File: src/rtl/srw_pkg.sv
package srw_pkg;

    localparam logic [7:0] START_INDEX = 8'h70;
    localparam logic [7:0] START_VALUE = 8'h72;

    typedef enum logic [2:0] {
        PH_IDLE  = 3'd0,
        PH_PRE   = 3'd1,
        PH_SETUP = 3'd2,
        PH_LOW   = 3'd3,
        PH_HIGH  = 3'd4,
        PH_GAP   = 3'd5,
        PH_POST  = 3'd6
    } phase_t;

endpackage

File: src/rtl/srw_frame_pack.sv
module srw_frame_pack #(
    parameter int PAY_W   = 16,
    localparam int FRAME_W = 8 + PAY_W
) (
    input  logic [7:0]         start_code,
    input  logic [PAY_W-1:0]   payload,
    output logic [FRAME_W-1:0] frame
);
    // start byte leads; payload follows with its top bit first
    assign frame = {start_code, payload};
endmodule

File: src/rtl/srw_tick_timer.sv
module srw_tick_timer #(
    parameter int CNT_W = 6
) (
    input  logic             clk,
    input  logic             rst,
    input  logic             load,
    input  logic [CNT_W-1:0] load_val,
    output logic             expired
);
    logic [CNT_W-1:0] cnt_d, cnt_q;

    always_comb begin
        cnt_d = cnt_q;
        if (load)
            cnt_d = load_val;
        else if (cnt_q != '0)
            cnt_d = cnt_q - 1'b1;
    end

    always_ff @(posedge clk) begin
        if (rst) cnt_q <= '0;
        else     cnt_q <= cnt_d;
    end

    assign expired = (cnt_q == '0);
endmodule

File: src/rtl/serial_regwr_master.sv
module serial_regwr_master
    import srw_pkg::*;
#(
    parameter int UNIT_CLKS  = 4,
    parameter int SETUP_CLKS = 40,
    parameter int GAP_CLKS   = 12,
    parameter int IDLE_CLKS  = 4,
    parameter int IDX_W      = 8,
    parameter int PAY_W      = 16
) (
    input  logic             clk,
    input  logic             rst,
    input  logic             req_valid,
    input  logic             req_full,
    input  logic [IDX_W-1:0] req_index,
    input  logic [PAY_W-1:0] req_data,
    output logic             req_ready,
    output logic             ser_cs_n,
    output logic             ser_clk,
    output logic             ser_dout
);
    localparam int FRAME_W = 8 + PAY_W;
    localparam int BIT_W   = $clog2(FRAME_W);
    localparam int MAX_A   = (UNIT_CLKS > GAP_CLKS) ? UNIT_CLKS : GAP_CLKS;
    localparam int MAX_B   = (SETUP_CLKS > IDLE_CLKS) ? SETUP_CLKS : IDLE_CLKS;
    localparam int MAX_CLK = (MAX_A > MAX_B) ? MAX_A : MAX_B;
    localparam int CNT_W   = $clog2(MAX_CLK + 1);
    localparam int NFRAMES = 2;

    localparam logic [CNT_W-1:0] LD_UNIT  = CNT_W'(UNIT_CLKS - 1);
    localparam logic [CNT_W-1:0] LD_SETUP = CNT_W'(SETUP_CLKS - 1);
    localparam logic [CNT_W-1:0] LD_GAP   = CNT_W'(GAP_CLKS - 1);
    localparam logic [CNT_W-1:0] LD_IDLE  = CNT_W'(IDLE_CLKS - 1);

    typedef struct packed {
        phase_t             phase;
        logic [FRAME_W-1:0] shreg;
        logic [FRAME_W-1:0] held;
        logic               pend;
        logic [BIT_W-1:0]   bits_left;
        logic               cs_n;
        logic               sclk;
        logic               sdo;
        logic               ready;
    } st_t;

    st_t st_d, st_q;

    // frame assembly: slot 0 is the index frame, slot 1 the value frame
    logic [7:0]         code  [NFRAMES];
    logic [PAY_W-1:0]   pay   [NFRAMES];
    logic [FRAME_W-1:0] frame [NFRAMES];

    for (genvar g = 0; g < NFRAMES; g++) begin : g_frame
        if (g == 0) begin : g_idx
            assign code[g] = START_INDEX;
            assign pay[g]  = {{(PAY_W-IDX_W){1'b0}}, req_index};
        end else begin : g_val
            assign code[g] = START_VALUE;
            assign pay[g]  = req_data;
        end
        srw_frame_pack #(.PAY_W(PAY_W)) u_pack (
            .start_code (code[g]),
            .payload    (pay[g]),
            .frame      (frame[g])
        );
    end

    logic             tmr_load;
    logic [CNT_W-1:0] tmr_val;
    logic             tmr_done;

    srw_tick_timer #(.CNT_W(CNT_W)) u_timer (
        .clk      (clk),
        .rst      (rst),
        .load     (tmr_load),
        .load_val (tmr_val),
        .expired  (tmr_done)
    );

    always_comb begin
        st_d     = st_q;
        tmr_load = 1'b0;
        tmr_val  = '0;
        unique case (st_q.phase)
            PH_IDLE: begin
                if (req_valid) begin
                    st_d.phase = PH_PRE;
                    st_d.shreg = frame[0];
                    st_d.held  = frame[1];
                    st_d.pend  = req_full;
                    st_d.ready = 1'b0;
                    tmr_load   = 1'b1;
                    tmr_val    = LD_IDLE;
                end
            end
            PH_PRE: begin
                if (tmr_done) begin
                    st_d.phase = PH_SETUP;
                    st_d.cs_n  = 1'b0;
                    tmr_load   = 1'b1;
                    tmr_val    = LD_SETUP;
                end
            end
            PH_SETUP: begin
                if (tmr_done) begin
                    st_d.phase     = PH_LOW;
                    st_d.sclk      = 1'b0;
                    st_d.sdo       = st_q.shreg[FRAME_W-1];
                    st_d.bits_left = BIT_W'(FRAME_W - 1);
                    tmr_load       = 1'b1;
                    tmr_val        = LD_UNIT;
                end
            end
            PH_LOW: begin
                if (tmr_done) begin
                    st_d.phase = PH_HIGH;
                    st_d.sclk  = 1'b1;
                    tmr_load   = 1'b1;
                    tmr_val    = LD_UNIT;
                end
            end
            PH_HIGH: begin
                if (tmr_done) begin
                    st_d.phase = PH_GAP;
                    st_d.sdo   = 1'b1;
                    st_d.shreg = {st_q.shreg[FRAME_W-2:0], 1'b0};
                    tmr_load   = 1'b1;
                    tmr_val    = LD_GAP;
                end
            end
            PH_GAP: begin
                if (tmr_done) begin
                    tmr_load = 1'b1;
                    if (st_q.bits_left == '0) begin
                        st_d.phase = PH_POST;
                        st_d.cs_n  = 1'b1;
                        tmr_val    = LD_IDLE;
                    end else begin
                        st_d.phase     = PH_LOW;
                        st_d.sclk      = 1'b0;
                        st_d.sdo       = st_q.shreg[FRAME_W-1];
                        st_d.bits_left = st_q.bits_left - 1'b1;
                        tmr_val        = LD_UNIT;
                    end
                end
            end
            PH_POST: begin
                if (tmr_done) begin
                    if (st_q.pend) begin
                        st_d.phase = PH_PRE;
                        st_d.pend  = 1'b0;
                        st_d.shreg = st_q.held;
                        tmr_load   = 1'b1;
                        tmr_val    = LD_IDLE;
                    end else begin
                        st_d.phase = PH_IDLE;
                        st_d.ready = 1'b1;
                    end
                end
            end
            default: st_d.phase = PH_IDLE;
        endcase
    end

    always_ff @(posedge clk) begin
        if (rst) begin
            st_q           <= '0;
            st_q.phase     <= PH_IDLE;
            st_q.cs_n      <= 1'b1;
            st_q.sclk      <= 1'b1;
            st_q.sdo       <= 1'b1;
            st_q.ready     <= 1'b1;
        end else begin
            st_q <= st_d;
        end
    end

    assign req_ready = st_q.ready;
    assign ser_cs_n  = st_q.cs_n;
    assign ser_clk   = st_q.sclk;
    assign ser_dout  = st_q.sdo;
endmodule

File: config.mk
export PLATFORM = sky130hd
export DESIGN_NAME = serial_regwr_master
export DESIGN_NICKNAME = d
export VERILOG_FILES = /design/src/rtl/srw_pkg.sv /design/src/rtl/srw_frame_pack.sv /design/src/rtl/srw_tick_timer.sv /design/src/rtl/serial_regwr_master.sv
export SDC_FILE = /design/constraint.sdc
export NUM_CORES = 1
export LEC_CHECK = 0
export BUFFER_PORTS_ARGS = -buffer_cell sky130_fd_sc_hd__buf_4
export CAP_MARGIN = 20
export CORE_UTILIZATION = 45
export CTS_BUF_LIST = sky130_fd_sc_hd__clkbuf_16
export DETAILED_ROUTE_END_ITERATION = 10
export GPL_TIMING_DRIVEN = 0
export PLACE_DENSITY = 0.75
export SLEW_MARGIN = 25
export SYNTH_ARGS = -nofsm -noshare
export SYNTH_HDL_FRONTEND = slang
export SYNTH_SLANG_ARGS = --single-unit
File: constraint.sdc
create_clock -name clk -period 2 [get_ports clk]
set_input_delay 0.2 -clock clk [delete_from_list [all_inputs] [get_ports clk]]
set_output_delay 0.2 -clock clk [all_outputs]
set_load 0.01 [all_outputs]
==> results of run 1 <==
==> stage by stage <==
stage | std cells | setup slack, ns | total power, mW | area [um^2] | hold WS (ns)
after floorplan | 360 | 0.0981 | 3.02 | 2940 | 0.336
after global placement | 467 | -0.165 | 3.47 | 3260 | 0.437
final | 485 | 0.0825 | 5.09 | 3630 | 0.112
after detailed placement | 467 | -0.198 | 3.51 | 3260 | 0.443
after CTS | 485 | 0.00960 | 5.01 | 3580 | 0.106
after global routing | 485 | -0.0351 | 5.39 | 3630 | 0.119
==> timing repair <==
action	4_1_cts	5_1_grt
resized for setup	9	20
setup buffers	3	0
setup endpoints to repair	36	34
pin swaps	2	1
cloned	0	0
==> flip-flops by register name (all words and copies together) (netlist names) <==
register,flops
st_q,50
ser_dout,1
req_ready,1
ser_cs_n,1
u_timer.cnt_q,6
ser_clk,1
==> power breakdown <==
part | switching (mW) | internal (mW) | total (mW)
logic | 1.21 | 0.834 | 2.04
clock network | 0.574 | 0.840 | 1.41
registers | 0.206 | 1.43 | 1.64
==> kinds of logic (layout without fill, tap and decap cells) <==
group	after synthesis	after routing	synth area share [%]
muxes	17	17	6.18
AOI/OAI and AO/OA	89	89	19.9
DFF	60	60	40.9
xor gates and xnor gates	5	5	1.49
and+or+nand+nor	149	149	24.4
adders and majority gates	4	4	1.70
buffers and inverters	36	84	5.41
==> layer usage <==
| metal | vias up | part of all wire, % | routed length, um | track usage [%] |
|---|---|---|---|---|
| met5 | - | 0 | 0 | 0 |
| met4 | 0 | 1.0 | 75 | 5.69 |
| met1 | 1296 | 46 | 3430 | 32.2 |
| li1 | 1371 | - | - | - |
| met2 | 80 | 48 | 3550 | 39.7 |
| met3 | 11 | 5.3 | 395 | 6.56 |
==> path summary, 6_finish.rpt <==
check                        start  endpoint  slack [ns]  cells after the start
setup / recovery  u_timer.cnt_q[2]  st_q[35]        0.08                      6
hold / removal         req_data[8]  st_q[18]        0.11                      3
hold reg to reg           st_q[50]  st_q[50]        0.45                      2
setup reg to reg  u_timer.cnt_q[2]  st_q[35]        0.08                      6
==> layout by cell type, fill, tap and decap left out, types with 3 or more instances in the layout <==
cell type,n
and3_1,4
a311oi_2,4
o21ai_0,7
nand3_1,15
a21oi_1,42
nand4_1,3
dfxtp_1,59
clkinvlp_4,3
buf_2,3
buf_4,35
a31oi_1,3
clkbuf_1,14
o21bai_1,3
nand2_1,49
a311oi_1,6
clkbuf_16,9
nor3_1,16
nand2b_1,3
xor2_1,3
nor2b_1,8
mux2_2,9
mux2i_1,8
clkbuf_2,6
nor2_1,30
inv_1,6
a211oi_1,5
ha_1,3
o211ai_1,3
nor4_1,3
==> worst max-delay path: cells and delay by family (launching register included) <==
family,cells,cell delay (ns)
and+or+nand+nor,2,0.46
DFF,1,0.34
AOI/OAI and AO/OA,2,0.63
buffers and inverters,2,0.35
==> area by class of cell <==
class	count	area [um^2]	area share [%]
Multi-Input combinational cell	264	1650	45.3
Sequential cell	60	1200	33.1
Timing Repair Buffer	33	248	6.82
Clock buffer	9	225	6.20
Buffer	28	139	3.82
Tap cell	77	96.3	2.65
Clock inverter	7	52.6	1.45
Inverter	7	26.3	0.723
==> results.py, run 1 <==
metrics = {
    "status": {
        "outcome": "finished clean",
    },
    "sta": {
        "hold_viol": 0,
        "max_slew.worst_pin.slew_ns": 0.609,
        "finalCriticalPeriod_ns": 1.92,
        "fin_crit_sh_pct": 95.9,
        "maxSlewHeadroom_pct": 59.4,
        "fin_tns_setup_ns": 0,
        "fin_worst_skew_ns": 0.00616,
        "max_freq_mhz": 522,
        "report.final.slew_viol_count": 0,
        "setup_viol": 0,
        "rsz0062_at_grt": "true",
    },
    "min_path": {
        "min_path_type": "input pin to flop",
    },
    "global_routing": {
        "grt_pass1_vias": 2580,
        "grt_pass1_wl_mm": 12.4,
        "grt_max_degree": 13,
        "grt.total_usage_pct": 24.4,
        "antenna_found_initial": 0,
        "grt_remaining_overflow": 0,
    },
    "die": {
        "die_y_um": 82.8,
        "placementRows": 29,
        "ios": 32,
        "core_area_um2": 6310,
        "start_util_pct": 46.5,
        "die_w_um": 82.8,
        "die_area_um2": 6850,
    },
    "clock_network": {
        "clockRootBuffer": "clkbuf_16",
        "clockBufferDepth": 2,
        "cts_tree": "done",
        "cts_inserted_buffers": 9,
        "clkTransAtPathRegs_ns": 0.06,
        "cts_sinks": 60,
        "ctsHoldBuffers": 0,
        "htreeDepth": 3,
        "insertion_delay_ns": 0.33,
    },
    "synth": {
        "ys.flop_type": "dfxtp_1",
        "synthTopCellsByCount": "dfxtp_1, nand2_1, a21oi_1",
        "synth_seq_cells": 60,
        "synth.area.top_cells": "dfxtp_1, a21oi_1, nand2_1",
        "yosysMostFrequentCell": "dfxtp_1",
        "yosysSeqAreaShare_pct": 40.9,
        "ys_warn_count": 0,
        "synth_enable_flop_cells": 0,
        "syn_inst": 360,
        "syn_area_um2": 2940,
        "synth.distinct_cells": 51,
        "netlist.area_leader.share_pct": 40.9,
        "async_reset_ff_share_pct": 0,
        "syn_avg_cell_area_um2": 8.16,
        "synth_top_cell_by_area": "dfxtp_1",
        "syn_nets": 392,
    },
    "route": {
        "drtIter0Drc": 188,
        "first_pass_iters": 5,
        "final_antenna_net_count": 0,
        "num_vias": 2758,
        "routed_via_density": 5.69,
        "wire_per_inst_um": 15.4,
        "wl_mm": 7.45,
        "drc": 0,
    },
    "finish": {
        "nNetsFinal": 435,
        "syn_to_final_growth_pct": 23.8,
        "fillers": 573,
        "postLayoutCoreUtil_pct": 57.6,
        "drive_gt1_share_pct": 21.8,
        "insertedDiodeCount": 0,
    },
    "critical_path": {
        "path_class": "flop to flop",
        "worstPathMaxFanout": 9,
        "path_cells": "or3_1, buf_6, o41a_1, buf_4, a311oi_1, nor3_1",
        "arrival_ns": 2.11,
        "critPathRequiredTime_ns": 2.19,
        "slowest_delay_ns": 0.39,
        "crit_slowest_cell": "or3_1",
        "end_kind": "flop",
        "cp-start-kind": "flop",
    },
    "place": {
        "place_congestion": 0.831,
        "dpl.hpwl_mm": 5.09,
        "io_buffers": 30,
    },
    "power_and_ir_drop": {
        "cellLeakagePower_nw": 1.37,
        "p_per_area_nw_per_um2": 1400,
        "ir_drop_v": 0.000917,
    },
    "job": {
        "maxCapViolCount": 0,
    },
}
No activity file was read; power rests on OpenSTA's default activity.
==> run 2, diff against run 1 <==
--- a/config.mk
+++ b/config.mk
@@ -6,12 +6,11 @@
 export NUM_CORES = 1
 export LEC_CHECK = 0
 export BUFFER_PORTS_ARGS = -buffer_cell sky130_fd_sc_hd__buf_4
-export CAP_MARGIN = 20
-export CORE_UTILIZATION = 45
+export CORE_UTILIZATION = 30
 export CTS_BUF_LIST = sky130_fd_sc_hd__clkbuf_16
 export DETAILED_ROUTE_END_ITERATION = 10
 export GPL_TIMING_DRIVEN = 0
-export PLACE_DENSITY = 0.75
+export PLACE_DENSITY = 0.57
 export SLEW_MARGIN = 25
 export SYNTH_ARGS = -nofsm -noshare
 export SYNTH_HDL_FRONTEND = slang
==> run 2 against run 1 <==
Net effect: cell area up 3.8%; critical path type unchanged; first-iteration DRC count down 36%; maximum frequency down 3.7%; largest power group unchanged; hold slack better by 0.0028 ns; global-route usage down 7.3 points; wire length up 8.7%; critical path depth unchanged.
==> results.py, run 2 (same netlist as run 1, synthesis figures left out) <==
metrics = {
    "status": {
        "outcome": "finished clean",
    },
    "finish": {
        "insertedDiodeCount": 0,
        "final_common_cell": "dfxtp_1",
        "largest-register": "st_q",
        "fillers": 988,
        "nNetsFinal": 439,
        "top_regs": "st_q x50, u_timer.cnt_q x6",
        "syn_to_final_growth_pct": 28.4,
        "final_cell_count_no_fill": 541,
        "area.sequential_um2": 1210,
        "largest_register_ffs": 50,
        "multi_input_area_um2": 1640,
        "postLayoutCoreUtil_pct": 40.2,
        "final_cell_mix": "dfxtp_1, nand2_1, a21oi_1",
        "drive_gt1_share_pct": 22.8,
    },
    "critical_path": {
        "arrival_ns": 2.18,
        "r2r_start": "u_timer.cnt_q[2]",
        "slowest_delay_ns": 0.49,
        "path_cells": "or3_4, buf_8, o41a_1, buf_6, a311oi_1, nor3_1",
        "setup.worst_path.start": "u_timer.cnt_q[2]",
        "crit_slowest_cell": "o41a_1",
        "critPathRequiredTime_ns": 2.19,
        "path_class": "flop to flop",
        "cp-start-kind": "flop",
        "worstPathMaxFanout": 8,
        "end_kind": "flop",
    },
    "min_path": {
        "min_path_type": "input pin to flop",
        "hold_start": "req_data[12]",
    },
    "global_routing": {
        "antenna_found_initial": 0,
        "grt.total_usage_pct": 17.1,
        "grt_max_degree": 13,
        "grt_remaining_overflow": 0,
        "grt_pass1_vias": 2657,
        "grt_pass1_wl_mm": 13.4,
    },
    "route": {
        "final_antenna_net_count": 0,
        "wire_per_inst_um": 15.0,
        "first_pass_iters": 4,
        "drtIter0Drc": 121,
        "wl_mm": 8.09,
        "drc": 0,
        "num_vias": 2764,
        "routed_via_density": 5.11,
    },
    "sta": {
        "fin_ws_ns": 0.00908,
        "max_slew.worst_pin.slew_ns": 0.628,
        "setup_viol": 0,
        "fin_worst_skew_ns": 0.00521,
        "report.final.slew_viol_count": 0,
        "rsz0062_at_grt": "true",
        "whs_ns": 0.115,
        "fin_crit_sh_pct": 99.5,
        "maxSlewHeadroom_pct": 58.0,
        "max_freq_mhz": 502,
        "hold_viol": 0,
        "finalCriticalPeriod_ns": 1.99,
    },
    "power_and_ir_drop": {
        "p_per_area_nw_per_um2": 1420,
        "cellLeakagePower_nw": 1.42,
        "finalPower_mw": 5.37,
        "ir_drop_v": 0.000456,
    },
    "die": {
        "placementRows": 35,
        "ios": 32,
        "start_util_pct": 31.3,
        "die_w_um": 101,
        "die_y_um": 101,
        "core_area_um2": 9370,
        "die_area_um2": 10200,
    },
    "clock_network": {
        "cts_inserted_buffers": 9,
        "insertion_delay_ns": 0.33,
        "clockBufferDepth": 2,
        "clkTransAtPathRegs_ns": 0.06,
        "cts_tree": "done",
        "cts_sinks": 60,
        "clockRootBuffer": "clkbuf_16",
        "htreeDepth": 3,
    },
    "place": {
        "io_buffers": 30,
        "place_congestion": 0.813,
        "dp_cells": 519,
        "dpl.hpwl_mm": 5.62,
        "dp_slack_ns": -0.260,
    },
    "job": {
        "maxCapViolCount": 0,
    },
}
## run 2: cell count changes in the layout (fill, tap and decap cells not counted), sizes merged
cell      change
clkinvlp      -1
clkbuf        -3
buf           +7
bufinv        +1
## run 2: path summary, 6_finish.rpt
check              to  slack, ns  cells past startpoint
min reg2reg  st_q[47]       0.45                      2
max reg2reg  st_q[35]      0.009                      6
min          st_q[22]       0.12                      3
max          st_q[35]      0.009                      6
## run 2: final cells by class
cell class	instances	area share (%)
multi-input combinational	264	43.5
sequential	60	32.1
timing repair buffer	38	7.66
clock buffer	9	5.97
tap	129	4.28
buffer	27	3.78
clock inverter	7	2.02
inverter	7	0.697
## run 2: per-layer routing
layer	track usage, %	routed length (um)
met4	4.91	61
met1	22.1	3930
met3	4.65	304
met2	27.9	3800
met5	0	0
## run 2: timing repair
| item | CTS | global route |
|---|---|---|
| buffers inserted | 4 | 4 |
| hold endpoints to repair | 0 | 0 |
| endpoints found under the setup margin | 39 | 33 |
| hold buffers | 0 | 0 |
| pin swaps | 2 | 8 |
| gates resized for setup | 12 | 22 |
## run 2: metrics by stage
step / TNS (ns) / area [um^2]
after floorplan: 0 / 2940
after global placement: -5.11 / 3320
after detailed placement: -5.46 / 3320
after CTS: 0 / 3690
after global routing: -0.232 / 3770
final: 0 / 3770
## run 2: where the power goes
part	internal (mW)	total, mW	switching, mW
logic	0.923	2.17	1.25
registers	1.44	1.64	0.197
clock network	0.969	1.56	0.592
total	3.33	5.37	2.04
## run 2: critical path: cells and delay by family (launching register included)
family	cells	cell delay, ns
and+or+nand+nor	2	0.44
AOI/OAI and AO/OA	2	0.75
buffers and inverters	2	0.31
DFF	1	0.36
